`src/rtl/dh_pkg.sv`:
```
package dh_pkg;

    typedef enum logic [2:0] {
        ST_IDLE = 3'd0,
        ST_ARB  = 3'd1,
        ST_T1   = 3'd2,
        ST_T2   = 3'd3,
        ST_TW   = 3'd4,
        ST_T3   = 3'd5
    } dh_state_e;

    typedef struct packed {
        dh_state_e st;
        logic      wr;
        logic      keep;
    } dh_seq_s;

    typedef struct packed {
        logic req_prev;
        logic latch;
    } dh_sense_s;

endpackage

```
`src/rtl/dh_req_sense.sv`:
```
module dh_req_sense
    import dh_pkg::*;
(
    input  logic clk,
    input  logic rst_n,
    input  logic req_n,
    input  logic edge_mode,
    input  logic consume,
    output logic want
);

    dh_sense_s s_d, s_q;
    logic      fall_c;

    always_comb begin
        fall_c     = s_q.req_prev & ~req_n;
        s_d.req_prev = req_n;
        // a new edge wins over a clear in the same cycle
        s_d.latch  = fall_c | (s_q.latch & ~consume);
    end

    always_ff @(posedge clk or negedge rst_n) begin
        if (!rst_n) begin
            s_q.req_prev <= 1'b1;
            s_q.latch    <= 1'b0;
        end else begin
            s_q <= s_d;
        end
    end

    assign want = edge_mode ? s_q.latch : ~req_n;

endmodule

```
`src/rtl/dh_byte_count.sv`:
```
module dh_byte_count #(
    parameter int CNT_W = 16
) (
    input  logic             clk,
    input  logic             rst_n,
    input  logic             load,
    input  logic [CNT_W-1:0] load_val,
    input  logic             dec,
    output logic             armed,
    output logic             is_zero
);

    localparam logic [CNT_W-1:0] CNT_ZERO = '0;
    localparam logic [CNT_W-1:0] CNT_ONE  = {{(CNT_W-1){1'b0}}, 1'b1};

    typedef struct packed {
        logic             en;
        logic [CNT_W-1:0] cnt;
    } cnt_s;

    cnt_s c_d, c_q;

    always_comb begin
        c_d = c_q;
        if (load) begin
            c_d.cnt = load_val;
            c_d.en  = 1'b1;
        end else if (dec) begin
            c_d.cnt = c_q.cnt - CNT_ONE;
            if (c_q.cnt == CNT_ZERO) begin
                c_d.en = 1'b0;
            end
        end
    end

    always_ff @(posedge clk or negedge rst_n) begin
        if (!rst_n) begin
            c_q.en  <= 1'b0;
            c_q.cnt <= CNT_ZERO;
        end else begin
            c_q <= c_d;
        end
    end

    assign armed   = c_q.en;
    assign is_zero = (c_q.cnt == CNT_ZERO);

endmodule

```
`src/rtl/dh_cycle_fsm.sv`:
```
module dh_cycle_fsm
    import dh_pkg::*;
(
    input  logic      clk,
    input  logic      rst_n,
    input  logic      armed,
    input  logic      want,
    input  logic      last,
    input  logic      wait_req,
    input  logic      bus_grant,
    output dh_state_e st,
    output logic      wr,
    output logic      consume,
    output logic      dec
);

    dh_seq_s q_d, q_q;

    always_comb begin
        q_d     = q_q;
        consume = 1'b0;
        dec     = 1'b0;
        case (q_q.st)
            ST_IDLE: begin
                if (armed && want) begin
                    q_d.st  = ST_ARB;
                    consume = 1'b1;
                end
            end
            ST_ARB: begin
                if (bus_grant) begin
                    q_d.st = ST_T1;
                    q_d.wr = 1'b0;
                end
            end
            ST_T1: q_d.st = ST_T2;
            ST_T2, ST_TW: begin
                if (wait_req) begin
                    q_d.st = ST_TW;
                end else begin
                    q_d.st = ST_T3;
                    if (q_q.wr) begin
                        consume  = 1'b1;
                        q_d.keep = want;
                    end
                end
            end
            ST_T3: begin
                if (!q_q.wr) begin
                    q_d.st = ST_T1;
                    q_d.wr = 1'b1;
                end else begin
                    dec    = 1'b1;
                    q_d.wr = 1'b0;
                    q_d.st = (!last && q_q.keep) ? ST_T1 : ST_IDLE;
                end
            end
            default: q_d.st = ST_IDLE;
        endcase
    end

    always_ff @(posedge clk or negedge rst_n) begin
        if (!rst_n) begin
            q_q.st   <= ST_IDLE;
            q_q.wr   <= 1'b0;
            q_q.keep <= 1'b0;
        end else begin
            q_q <= q_d;
        end
    end

    assign st = q_q.st;
    assign wr = q_q.wr;

endmodule

```
`src/rtl/dreq_handoff.sv`:
```
module dreq_handoff
    import dh_pkg::*;
#(
    parameter int CNT_W = 16
) (
    input  logic             clk,
    input  logic             rst_n,
    input  logic             req_n,
    input  logic             edge_mode,
    input  logic             wait_req,
    input  logic             cnt_load,
    input  logic [CNT_W-1:0] cnt_value,
    input  logic             bus_grant,
    output logic             bus_req,
    output logic [2:0]       cyc_state,
    output logic             cyc_write,
    output logic             tend
);

    dh_state_e st;
    logic      wr, consume, dec, want, armed, is_zero, on_bus;

    dh_req_sense u_sense (
        .clk       (clk),
        .rst_n     (rst_n),
        .req_n     (req_n),
        .edge_mode (edge_mode),
        .consume   (consume),
        .want      (want)
    );

    dh_byte_count #(.CNT_W(CNT_W)) u_count (
        .clk      (clk),
        .rst_n    (rst_n),
        .load     (cnt_load),
        .load_val (cnt_value),
        .dec      (dec),
        .armed    (armed),
        .is_zero  (is_zero)
    );

    dh_cycle_fsm u_fsm (
        .clk       (clk),
        .rst_n     (rst_n),
        .armed     (armed),
        .want      (want),
        .last      (is_zero),
        .wait_req  (wait_req),
        .bus_grant (bus_grant),
        .st        (st),
        .wr        (wr),
        .consume   (consume),
        .dec       (dec)
    );

    assign on_bus    = (st != ST_IDLE) && (st != ST_ARB);
    assign bus_req   = (st != ST_IDLE);
    assign cyc_state = st;
    assign cyc_write = wr;
    assign tend      = armed && is_zero && on_bus;

endmodule

```
`config.mk`:
```
export PLATFORM = sky130hd
export DESIGN_NAME = dreq_handoff
export DESIGN_NICKNAME = d
export VERILOG_FILES = /design/src/rtl/dh_pkg.sv /design/src/rtl/dh_req_sense.sv /design/src/rtl/dh_byte_count.sv /design/src/rtl/dh_cycle_fsm.sv /design/src/rtl/dreq_handoff.sv
export SDC_FILE = /design/constraint.sdc
export NUM_CORES = 1
export LEC_CHECK = 0
export BUFFER_PORTS_ARGS = -buffer_cell sky130_fd_sc_hd__clkbuf_2
export CORE_ASPECT_RATIO = 1.4
export CORE_MARGIN = 2
export CORE_UTILIZATION = 35
export CTS_CLUSTER_DIAMETER = 30
export DETAILED_ROUTE_END_ITERATION = 10
export HOLD_SLACK_MARGIN = 0.12
export PLACE_DENSITY_LB_ADDON = 0.2
export RECOVER_POWER = 100
export SYNTH_ARGS = -nofsm -noshare
export SYNTH_HDL_FRONTEND = slang
export SYNTH_SLANG_ARGS = --single-unit
```
`constraint.sdc`:
```
create_clock -name clk -period 1.5 [get_ports clk]
set_input_delay 0.375 -clock clk [delete_from_list [all_inputs] [get_ports clk]]
set_output_delay 0.375 -clock clk [all_outputs]
set_load 0.02 [all_outputs]
```
After elaboration in Yosys (flattened, before gate mapping)
Index checks and enable logic that the tools add are counted.
- register bits after elaboration: 24
- eq/ne operators: 8
- add/subtract/negate cells: 1
- reduce and logical (&&, ||, !) cells: 17
- bitwise operators: 6
- mux-type cells: 16
- operator list (cell ; number):
    17-bit 2-to-1 mux ; 2
    16-bit logical NOT ; 1
    16-bit by 1-bit subtractor with 16-bit output (second input constant) ; 1
    3-bit one-hot mux with 5 select lines ; 1
    4-bit 2-to-1 mux ; 2
    1-bit 2-to-1 mux ; 7
    3-bit by 2-bit == test with 1-bit output (second input constant) ; 2
    3-bit == test (second input constant) ; 2
    2-bit AND reduction ; 3
    2-bit nonzero test ; 3
    1-bit logical AND ; 5
    1-bit one-hot mux with 2 select lines ; 2
    3-bit by 1-bit == test with 1-bit output (second input constant) ; 1
    3-bit logical NOT ; 1
    3-bit 2-to-1 mux ; 1
    3-bit by 1-bit inequality test with 1-bit output (second input constant) ; 1
    1-bit inverter ; 3
    3-bit AND reduction ; 1
    3-bit nonzero test ; 1
    1-bit bitwise AND ; 2
    2-bit 2-to-1 mux ; 1
    2-bit by 1-bit inequality test with 1-bit output (second input constant) ; 1
    2-bit inequality test (second input constant) ; 1
    2-bit OR reduction ; 1
    other kinds (2) ; 2

Depth between registers and ports, before layout
Gate-level depths: netlist (run 1).
- word-level depth: 8
- depth in mapped cells: 6
- gate-level depth less buffers: 6

By module
Synthesis (run 1) repeated with hierarchy kept, for this count alone.
- cell total of the unflattened synthesis: 154
- area total of the unflattened synthesis: 1437.6 um^2
- modules (own cells, without submodules) (module ; instances ; sequential area each (um^2) ; cells each ; area each (um^2)):
    dh_byte_count ; 1 ; 425.4 ; 100 ; 950.9
    dh_cycle_fsm ; 1 ; 125.1 ; 45 ; 390.4
    dh_req_sense ; 1 ; 51.3 ; 7 ; 80.1
    dreq_handoff ; 1 ; 0.0 ; 2 ; 16.3

Worst setup path before layout (run 1)
No wires, ideal clock.
- path kind: register to output
- from: register u_count.c_q[0] (netlist bit)
- to: output port tend
- required time: 1125 ps
- data arrival time: 1736 ps
- path slack: -611 ps
- cell stages (with the launch flop): 6
- cells stage by stage: dfrtp_1 -> inv_1 -> ha_1 -> nand2b_1 -> or4_1 -> nor4_1
- word-level cells in the longest chain between the ends: 3
- RTL lines (element ; line ; source):
    start, declared ; dh_byte_count.sv:21 ; cnt_s c_d, c_q;
    16-bit logical NOT ; dh_byte_count.sv:46 ; assign is_zero = (c_q.cnt == CNT_ZERO);
    1-bit logical AND (2 in series) ; dreq_handoff.sv:60 ; assign tend = armed && is_zero && on_bus;
    end, declared ; dreq_handoff.sv:17 ; output logic tend
No other way between the ends.

Worst setup path in the final report (run 1)
Same ends and word-level chain as after synthesis.

==> flow_summary.ini, run 1 <==
[clocking]
cts_tree = yes
cts_root_buffer = clkbuf_8
htreeDepth = 1
cts.sinks = 24
insertion_delay_ns = 0.27
numCtsBuffers = 3
clockBufferDepth = 2
clkTransAtPathRegs_ns = 0.08

[synth]
ys_ff_latch = 24
synthDistinctLibCells = 40
yosysSeqAreaShare = 0.4318
synth_flop_cell = dfrtp_1
async_flop_share = 1.000
avgSynthCellArea_um2 = 9.231
synth_edf_count = 0
syn_inst = 151
ys_warn_count = 0
syn-cell-area_um2 = 1394
syn-num-nets = 175

[timing]
rsz0062_at_grt = yes
setup_viol = 16
setup_tns_ns = -2.770
clock_skew_ns = 0.004559
hold_viol = 0
slew_headroom = 0.6660
slew_viol_final = 0
timing.final.crit_share = 1.417
clock.fmax_mhz = 470.6
fin_ws_ns = -0.6250
period_minus_slack_ns = 2.125
max_slew.worst_pin.slew_ns = 0.5010

[global_routing]
antenna_found_initial = 0
overflow = 0
track_usage = 0.1758
grt_pass1_wl_mm = 6.182
grt_pass1_vias = 1381
grt_max_degree = 14

[pwr]
total_leakage_power_nw = 0.8886
power_density_nw_per_um2 = 1114
peakVddDrop_mv = 0.7178
p_total_mw = 2.278

[critical_path]
critPathTopFamily = simple AND/OR/NAND/NOR gates
cp.arrival_ns = 1.75
critical_path.startpoint_type = flop
path_cells = inv_1 > ha_2 > nand2b_1 > or4_4 > nor4_4 > buf_4
critPathKind = reg -> out
crit_slowest_cell = or4_4
required_ns = 1.12
critical_path.endpoint_type = output port
critPathMaxStageDelay_ns = 0.45
cp_max_fo = 3
crit_buf_inv = 2
reg2reg_slack_ns = -0.30

[placed_design]
dp_hpwl_mm = 2.790
io_buffers = 28
gp_congestion = 0.8208

[layout]
area_growth_pct = 46.77
drive_gt1_frac = 0.4174
diodes = 0
fin_nets = 243

[drt]
finalWirelength_mm = 3.791
ant_nets = 0
route.detailed.drc = 0
vias = 1371
wire_per_inst_um = 14.52
drt_iter0_markers = 77
drtPass1Iterations = 4
via_per_inst = 5.253

[status]
violations = negative setup slack
status = finished with violations

[floorplanning]
dieWidth_um = 57.34
start_util = 0.3588
ios = 29
fp-row-count = 27
die_area_um2 = 4511
die_h_um = 78.67
core_area_um2 = 3885

[hold_path]
hp-class = in -> reg

[flow_run]
drv_cap = 0
metrics by stage:
step                      area, µm²  setup slack (ns)  std cells    util  hold slack (ns)
after floorplan                1415           -0.2985        151       -          0.07941
after detailed placement       1818           -0.3963        247  0.4680           0.2404
after global placement         1818           -0.3455        247  0.4680           0.2377
final                          2046           -0.6250        261  0.5266           0.3091
after global routing           2046           -0.7504        261  0.5266           0.3165
after CTS                      1963           -0.6339        256  0.5053           0.3151
state kept, by name (all words and copies together), names as in the netlist:
| register | flops |
|---|---|
| u_fsm.st | 3 |
| u_count.c_q | 16 |
| u_fsm.q_q | 1 |
| u_fsm.wr | 1 |
| u_sense.s_q | 2 |
| u_count.armed | 1 |
worst min-delay path: cells and delay by family:
kind | cells | cell delay, ns
compound gates | 1 | 0.06
simple gates | 1 | 0.04
buf+inv | 1 | 0.07
worst paths after layout:
check | startpoint | endpoint | depth (start not counted)
worst max-delay path | u_count.c_q[0] | tend | 6
worst min-delay path | cnt_value[2] | u_count.c_q[2] | 3
worst max register to register | u_count.c_q[0] | u_count.c_q[14] | 8
worst min register to register | u_fsm.q_q[0] | u_fsm.q_q[0] | 1
max in group asynchronous | rst_n | u_fsm.wr | 3
min in group asynchronous | rst_n | u_count.c_q[12] | 2
layer usage:
layer | GRT usage | vias to the layer above | share of wire
met5 | 0 | - | 0
met4 | 0.06512 | 0 | 0.026
met3 | 0.02142 | 10 | 0.030
met2 | 0.3322 | 31 | 0.56
met1 | 0.1952 | 655 | 0.38
li1 | - | 675 | -
cell usage after synthesis (2+ instances only):
master	number	area share
dfrtp_1	23	0.41
nand2_1	19	0.051
o21ai_0	16	0.057
nor2_1	11	0.030
inv_1	8	0.022
xor2_1	6	0.038
a31oi_1	5	0.022
clkbuf_1	5	0.013
nand4_1	5	0.022
buf_4	4	0.022
or3_1	4	0.018
nor2b_1	3	0.013
o31ai_1	3	0.016
or4_1	3	0.016
xnor2_1	3	0.019
a2111oi_0	2	0.013
a221oi_1	2	0.013
mux2_2	2	0.016
nand2b_1	2	0.0090
nand3_1	2	0.0072
nand3b_1	2	0.011
nor3_1	2	0.0072
nor3_2	2	0.014
kinds of logic after synthesis:
family	Yosys count	synth area share
fa+ha+maj	1	0.008975
flops	24	0.4318
buf+inv	18	0.06014
xor+xnor	9	0.05656
compound gates	34	0.1553
mux	2	0.01616
simple gates	63	0.2711
power breakdown:
group	internal (mW)	switching (mW)
Clock	0.190	0.208
Combinational	0.521	0.522
Sequential	0.763	0.0740
Total	1.47	0.804
cell usage in the layout, fill, tap and decap left out, types with 4 or more instances in the layout:
master    instances
buf_4            32
clkbuf_2         24
dfrtp_1          22
nand2_1          19
nor2_1           11
o21ai_0          11
inv_1             8
buf_6             8
xor2_1            6
clkbuf_1          6
nand4_1           5
o21ai_1           5
or3_1             4
a31oi_1           4
clkbuf_8          4
layout make-up:
| type | count | area, µm² |
|---|---|---|
| Fill cell | 368 | 1839 |
| Multi-Input combinational cell | 109 | 808.3 |
| Timing Repair Buffer | 73 | 505.5 |
| Clock buffer | 4 | 45.04 |
| Tap cell | 43 | 53.80 |
| Inverter | 8 | 30.03 |
| Sequential cell | 24 | 603.1 |
repair_timing:
action                     CTS  global route
setup endpoints to repair   15            17
resized for setup           19            22
gates cloned                 0             0
pin swaps                    7            15
hold endpoints to repair     6             0
buffers inserted             4             6
hold buffers                 1             0
Power figures use the tool's default switching activity.
==> inputs of run 2 (changes only) <==
--- a/config.mk
+++ b/config.mk
@@ -9,6 +9,7 @@
 export CORE_ASPECT_RATIO = 1.4
 export CORE_MARGIN = 2
 export CORE_UTILIZATION = 35
+export CTS_BUF_LIST = sky130_fd_sc_hd__clkbuf_4 sky130_fd_sc_hd__clkbuf_8 sky130_fd_sc_hd__clkbuf_16
 export CTS_CLUSTER_DIAMETER = 30
 export DETAILED_ROUTE_END_ITERATION = 10
 export HOLD_SLACK_MARGIN = 0.12
==> run 2 against run 1 <==
Net effect: the flow still finishes with violations (negative setup slack); sequential share of layout area shrank 0.054 points; sequential cell count is the same; power grew 0.72%; clock-buffer cell count is the same; clock skew shrank 0.00074 ns; clock power grew 4%; largest cell class unchanged.
==> flow_summary.ini, run 2 (synthesis gave the netlist of run 1 again) <==
[status]
status = finished with violations
violations = negative setup slack

[pwr]
power_switching_mw = 0.8027
combPwrFrac = 0.455
p_total_mw = 2.295
total_leakage_power_nw = 0.8920
sw_frac_of_total = 0.3498
power_density_nw_per_um2 = 1120
clockPowerShare = 0.181
pwr-share-seq = 0.365
peakVddDrop_mv = 0.7184
internal_power_mw = 1.492

[floorplanning]
start_util = 0.3588
die_area_um2 = 4511
die_h_um = 78.67
core_area_um2 = 3885
dieWidth_um = 57.34
fp-row-count = 27
ios = 29

[global_routing]
grt_max_degree = 14
grt_pass1_wl_mm = 6.141
busiest_layer = met2
globalRouteMet3Util = 0.02142
met2_usage = 0.3276
overflow = 0
grt_util_met1 = 0.1963
antenna_found_initial = 0
track_usage = 0.1748
grt_pass1_vias = 1370

[layout]
drive_gt1_frac = 0.4220
top_regs = u_count.c_q: 16 flops, u_fsm.st: 3 flops, u_sense.s_q: 2 flops
largest_reg_flops = 16
layout.cells.non_filler = 261
fin_nets = 243
top_register = u_count.c_q
final_common_cell = buf_4
diodes = 0
area_growth_pct = 47.04
final_cell_mix = 32 x buf_4, 24 x clkbuf_2, 22 x dfrtp_1

[critical_path]
required_ns = 1.12
cp_max_fo = 3
critical_path.endpoint_type = output port
reg2reg_slack_ns = -0.30
critPathKind = reg -> out
critical_path.startpoint_type = flop
cp.arrival_ns = 1.75
crit_slowest_cell = or4_4
critPathMaxStageDelay_ns = 0.45
path_cells = inv_1 > ha_2 > nand2b_1 > or4_4 > nor4_4 > buf_4

[placed_design]
dp_hpwl_mm = 2.790
gp_congestion = 0.8208
dp_cells = 247
io_buffers = 28
dp_slack_ns = -0.3963

[drt]
vias = 1375
finalWirelength_mm = 3.801
route.detailed.drc = 0
drtPass1Iterations = 4
drt_iter0_markers = 91
wire_per_inst_um = 14.56
via_per_inst = 5.268
ant_nets = 0

[flow_run]
drv_cap = 0

[timing]
timing.final.crit_share = 1.416
clock.fmax_mhz = 470.7
holdWs_ns = 0.3097
period_minus_slack_ns = 2.124
setup_tns_ns = -2.784
hold_viol = 0
max_slew.worst_pin.slew_ns = 0.5009
slew_viol_final = 0
setup_viol = 16
rsz0062_at_grt = yes
slew_headroom = 0.6661
clock_skew_ns = 0.003814
fin_ws_ns = -0.6244

[clocking]
htreeDepth = 1
cts_tree = yes
clockBufferDepth = 2
clkTransAtPathRegs_ns = 0.08
insertion_delay_ns = 0.27
numCtsBuffers = 3
cts_root_buffer = clkbuf_8
cts.sinks = 24

[hold_path]
hp-class = in -> reg
run 2: cell types whose count changed in the layout (fill, tap and decap cells not counted):
cell      before  now
clkbuf_1       6    5
clkbuf_4       1    2
run 2: final timing paths:
kind                           startpoint              end  depth (start not counted)
min in group asynchronous           rst_n  u_count.c_q[12]                          2
setup / recovery           u_count.c_q[0]             tend                          6
max in group asynchronous           rst_n         u_fsm.wr                          3
hold / removal               cnt_value[2]   u_count.c_q[2]                          3
setup reg to reg           u_count.c_q[0]  u_count.c_q[14]                          8
hold reg to reg              u_fsm.q_q[0]     u_fsm.q_q[0]                          1
run 2: layer usage:
layer | share of wire | routed length (µm)
met3 | 0.031 | 116
met5 | 0 | 0
met2 | 0.56 | 2139
met4 | 0.026 | 99
met1 | 0.38 | 1444
run 2: metrics by stage:
step	util	cell area (µm²)
2_1_floorplan	-	1415
6_report	0.5275	2049
3_5_place_dp	0.4680	1818
5_1_grt	0.5275	2049
4_1_cts	0.5063	1967
3_3_place_gp	0.4680	1818
run 2: layout make-up:
class | count | area, µm²
Fill cell | 370 | 1836
Clock buffer | 4 | 48.80
Inverter | 8 | 30.03
Multi-Input combinational cell | 109 | 808.3
Sequential cell | 24 | 603.1
Tap cell | 43 | 53.80
Timing Repair Buffer | 73 | 505.5
run 2: critical path: cells and delay by family (launching register included):
family        cells  cell delay (ns)
flops             1             0.39
buf+inv           2             0.25
simple gates      3             0.68
fa+ha+maj         1             0.17
run 2: power groups by stage:
stage / Sequential [mW] / Combinational [mW] / Clock, mW
6_report: 0.837 / 1.04 / 0.414
5_1_grt: 0.847 / 1.14 / 0.455
4_1_cts: 0.832 / 0.992 / 0.423
3_5_place_dp: 0.838 / 0.863 / 0
3_3_place_gp: 0.831 / 0.844 / 0
2_1_floorplan: 0.885 / 0.490 / 0
run 2: what timing repair did:
| item | 4_1_cts | 5_1_grt |
|---|---|---|
| hold endpoints to repair | 6 | 0 |
| hold buffers | 1 | 0 |
| resized for setup | 19 | 22 |
| setup endpoints to repair | 15 | 17 |
| buffers inserted | 4 | 6 |
| gates cloned | 0 | 0 |
| pin swaps | 7 | 15 |
==> inputs of run 3 (changes only) <==
--- a/config.mk
+++ b/config.mk
@@ -8,7 +8,7 @@
 export BUFFER_PORTS_ARGS = -buffer_cell sky130_fd_sc_hd__clkbuf_2
 export CORE_ASPECT_RATIO = 1.4
 export CORE_MARGIN = 2
-export CORE_UTILIZATION = 35
+export CORE_UTILIZATION = 45
 export CTS_BUF_LIST = sky130_fd_sc_hd__clkbuf_4 sky130_fd_sc_hd__clkbuf_8 sky130_fd_sc_hd__clkbuf_16
 export CTS_CLUSTER_DIAMETER = 30
 export DETAILED_ROUTE_END_ITERATION = 10
==> run 3 against run 2 <==
Net effect: the run still ends with negative setup slack left; clock-buffer cell count unchanged; combinational power increased by 24%; sequential power is essentially flat.
==> flow_summary.ini, run 3 (synthesis gave the netlist of run 1 again) <==
[status]
status = finished with violations
violations = negative setup slack

[timing]
fin_ws_ns = -0.6324
setup_tns_ns = -3.838
slew_headroom = 0.5858
max_slew.worst_pin.slew_ns = 0.6213
setup_viol = 19
slew_viol_final = 0
clock_skew_ns = 0.003870
timing.final.crit_share = 1.422
clock.fmax_mhz = 469.0
holdWs_ns = 0.3143
rsz0062_at_grt = yes
hold_viol = 0
period_minus_slack_ns = 2.132

[flow_run]
drv_cap = 0

[clocking]
cts_tree = yes
cts.sinks = 24
clkTransAtPathRegs_ns = 0.09
insertion_delay_ns = 0.27
htreeDepth = 1
cts_root_buffer = clkbuf_8
clockBufferDepth = 2
numCtsBuffers = 3

[drt]
drt_iter0_markers = 41
finalWirelength_mm = 4.357
via_per_inst = 5.605
vias = 1491
route.detailed.drc = 0
drtPass1Iterations = 4
ant_nets = 0
wire_per_inst_um = 16.38

[floorplanning]
ios = 29
die_area_um2 = 3565
start_util = 0.4796
fp-row-count = 23
die_h_um = 69.85
core_area_um2 = 2907
dieWidth_um = 51.04

[critical_path]
critPathMaxStageDelay_ns = 0.45
critPathTopFamily = simple AND/OR/NAND/NOR gates
critPathKind = reg -> out
crit_slowest_cell = or4_4
critical_path.endpoint_type = output port
cp_max_fo = 2
crit_buf_inv = 2
critical_path.startpoint_type = flop
required_ns = 1.12
cp.arrival_ns = 1.76
path_cells = inv_1 > ha_2 > nand2b_1 > or4_4 > nor4_4 > buf_4

[global_routing]
antenna_found_initial = 0
grt_max_degree = 25
grt_pass1_vias = 1493
overflow = 0
grt_pass1_wl_mm = 6.423
track_usage = 0.2322

[layout]
top_register = u_count.c_q
drive_gt1_frac = 0.5066
diodes = 0
top_regs = u_count.c_q: 16 flops, u_fsm.st: 3 flops, u_sense.s_q: 2 flops
final_cell_mix = 40 x buf_4, 28 x clkbuf_2, 22 x dfrtp_1
fin_nets = 254
area_growth_pct = 57.09
largest_reg_flops = 16
multi_input_area_um2 = 857.1
num-fill-cells = 194
final_common_cell = buf_4
post-route-util = 0.7533
layout.cells.non_filler = 266
seqCellArea_um2 = 603.1

[placed_design]
dp_hpwl_mm = 2.596
io_buffers = 28
gp_congestion = 0.8987
dp_cells = 243

[hold_path]
hp-class = in -> reg

[pwr]
p_total_mw = 2.572
peakVddDrop_mv = 0.7673
total_leakage_power_nw = 0.9682
power_density_nw_per_um2 = 1175
## run 3: cell types whose count changed in the layout (fill, tap and decap cells not counted), sizes merged
cell and change:
buf +10, clkbuf +1
## run 3: worst paths after layout
check / endpoint / depth (start not counted) / slack, ns / from
max: tend / 6 / -0.63 / u_count.c_q[0]
min: u_count.c_q[3] / 3 / 0.31 / cnt_value[3]
max reg2reg: u_count.c_q[14] / 8 / -0.42 / u_count.c_q[0]
min reg2reg: u_fsm.q_q[0] / 1 / 0.55 / u_fsm.q_q[0]
max in group asynchronous: u_fsm.wr / 3 / 0.34 / rst_n
min in group asynchronous: u_fsm.st[2] / 3 / 0.73 / rst_n
## run 3: per-stage QoR
step | setup slack [ns] | instance area, µm²
3_3_place_gp | -0.3354 | 1826
6_report | -0.6324 | 2190
2_1_floorplan | -0.2985 | 1415
4_1_cts | -0.6593 | 2069
5_1_grt | -0.6955 | 2190
3_5_place_dp | -0.3794 | 1826
## run 3: repair_timing
action	4_1_cts	5_1_grt
resized for setup	30	23
buffers inserted	10	9
setup endpoints to repair	16	22
hold endpoints to repair	23	0
pin swaps	14	17
hold buffers	1	0
## run 3: where the power goes
part	internal [mW]	total, mW	switching (mW)
Clock	0.235	0.444	0.209
Combinational	0.644	1.29	0.648
Sequential	0.762	0.836	0.0735
## run 3: area by class of cell
type	count	area share
multi-input cells	109	0.3914
flip-flops and latches	24	0.2754
repair buffers	84	0.2731
clock buffers	4	0.02514
well taps	37	0.02114
inverters	8	0.01371
## run 3: routing by layer
| layer | part of all wire | global-route usage |
|---|---|---|
| met2 | 0.57 | 0.4444 |
| met5 | 0 | 0 |
| met1 | 0.37 | 0.2472 |
| met4 | 0.028 | 0.09009 |
| met3 | 0.037 | 0.02564 |
## run 3: worst min-delay path: stages
cell,delay [ns]
clkbuf_2,0.07
nand2_1,0.04
o21ai_1,0.06
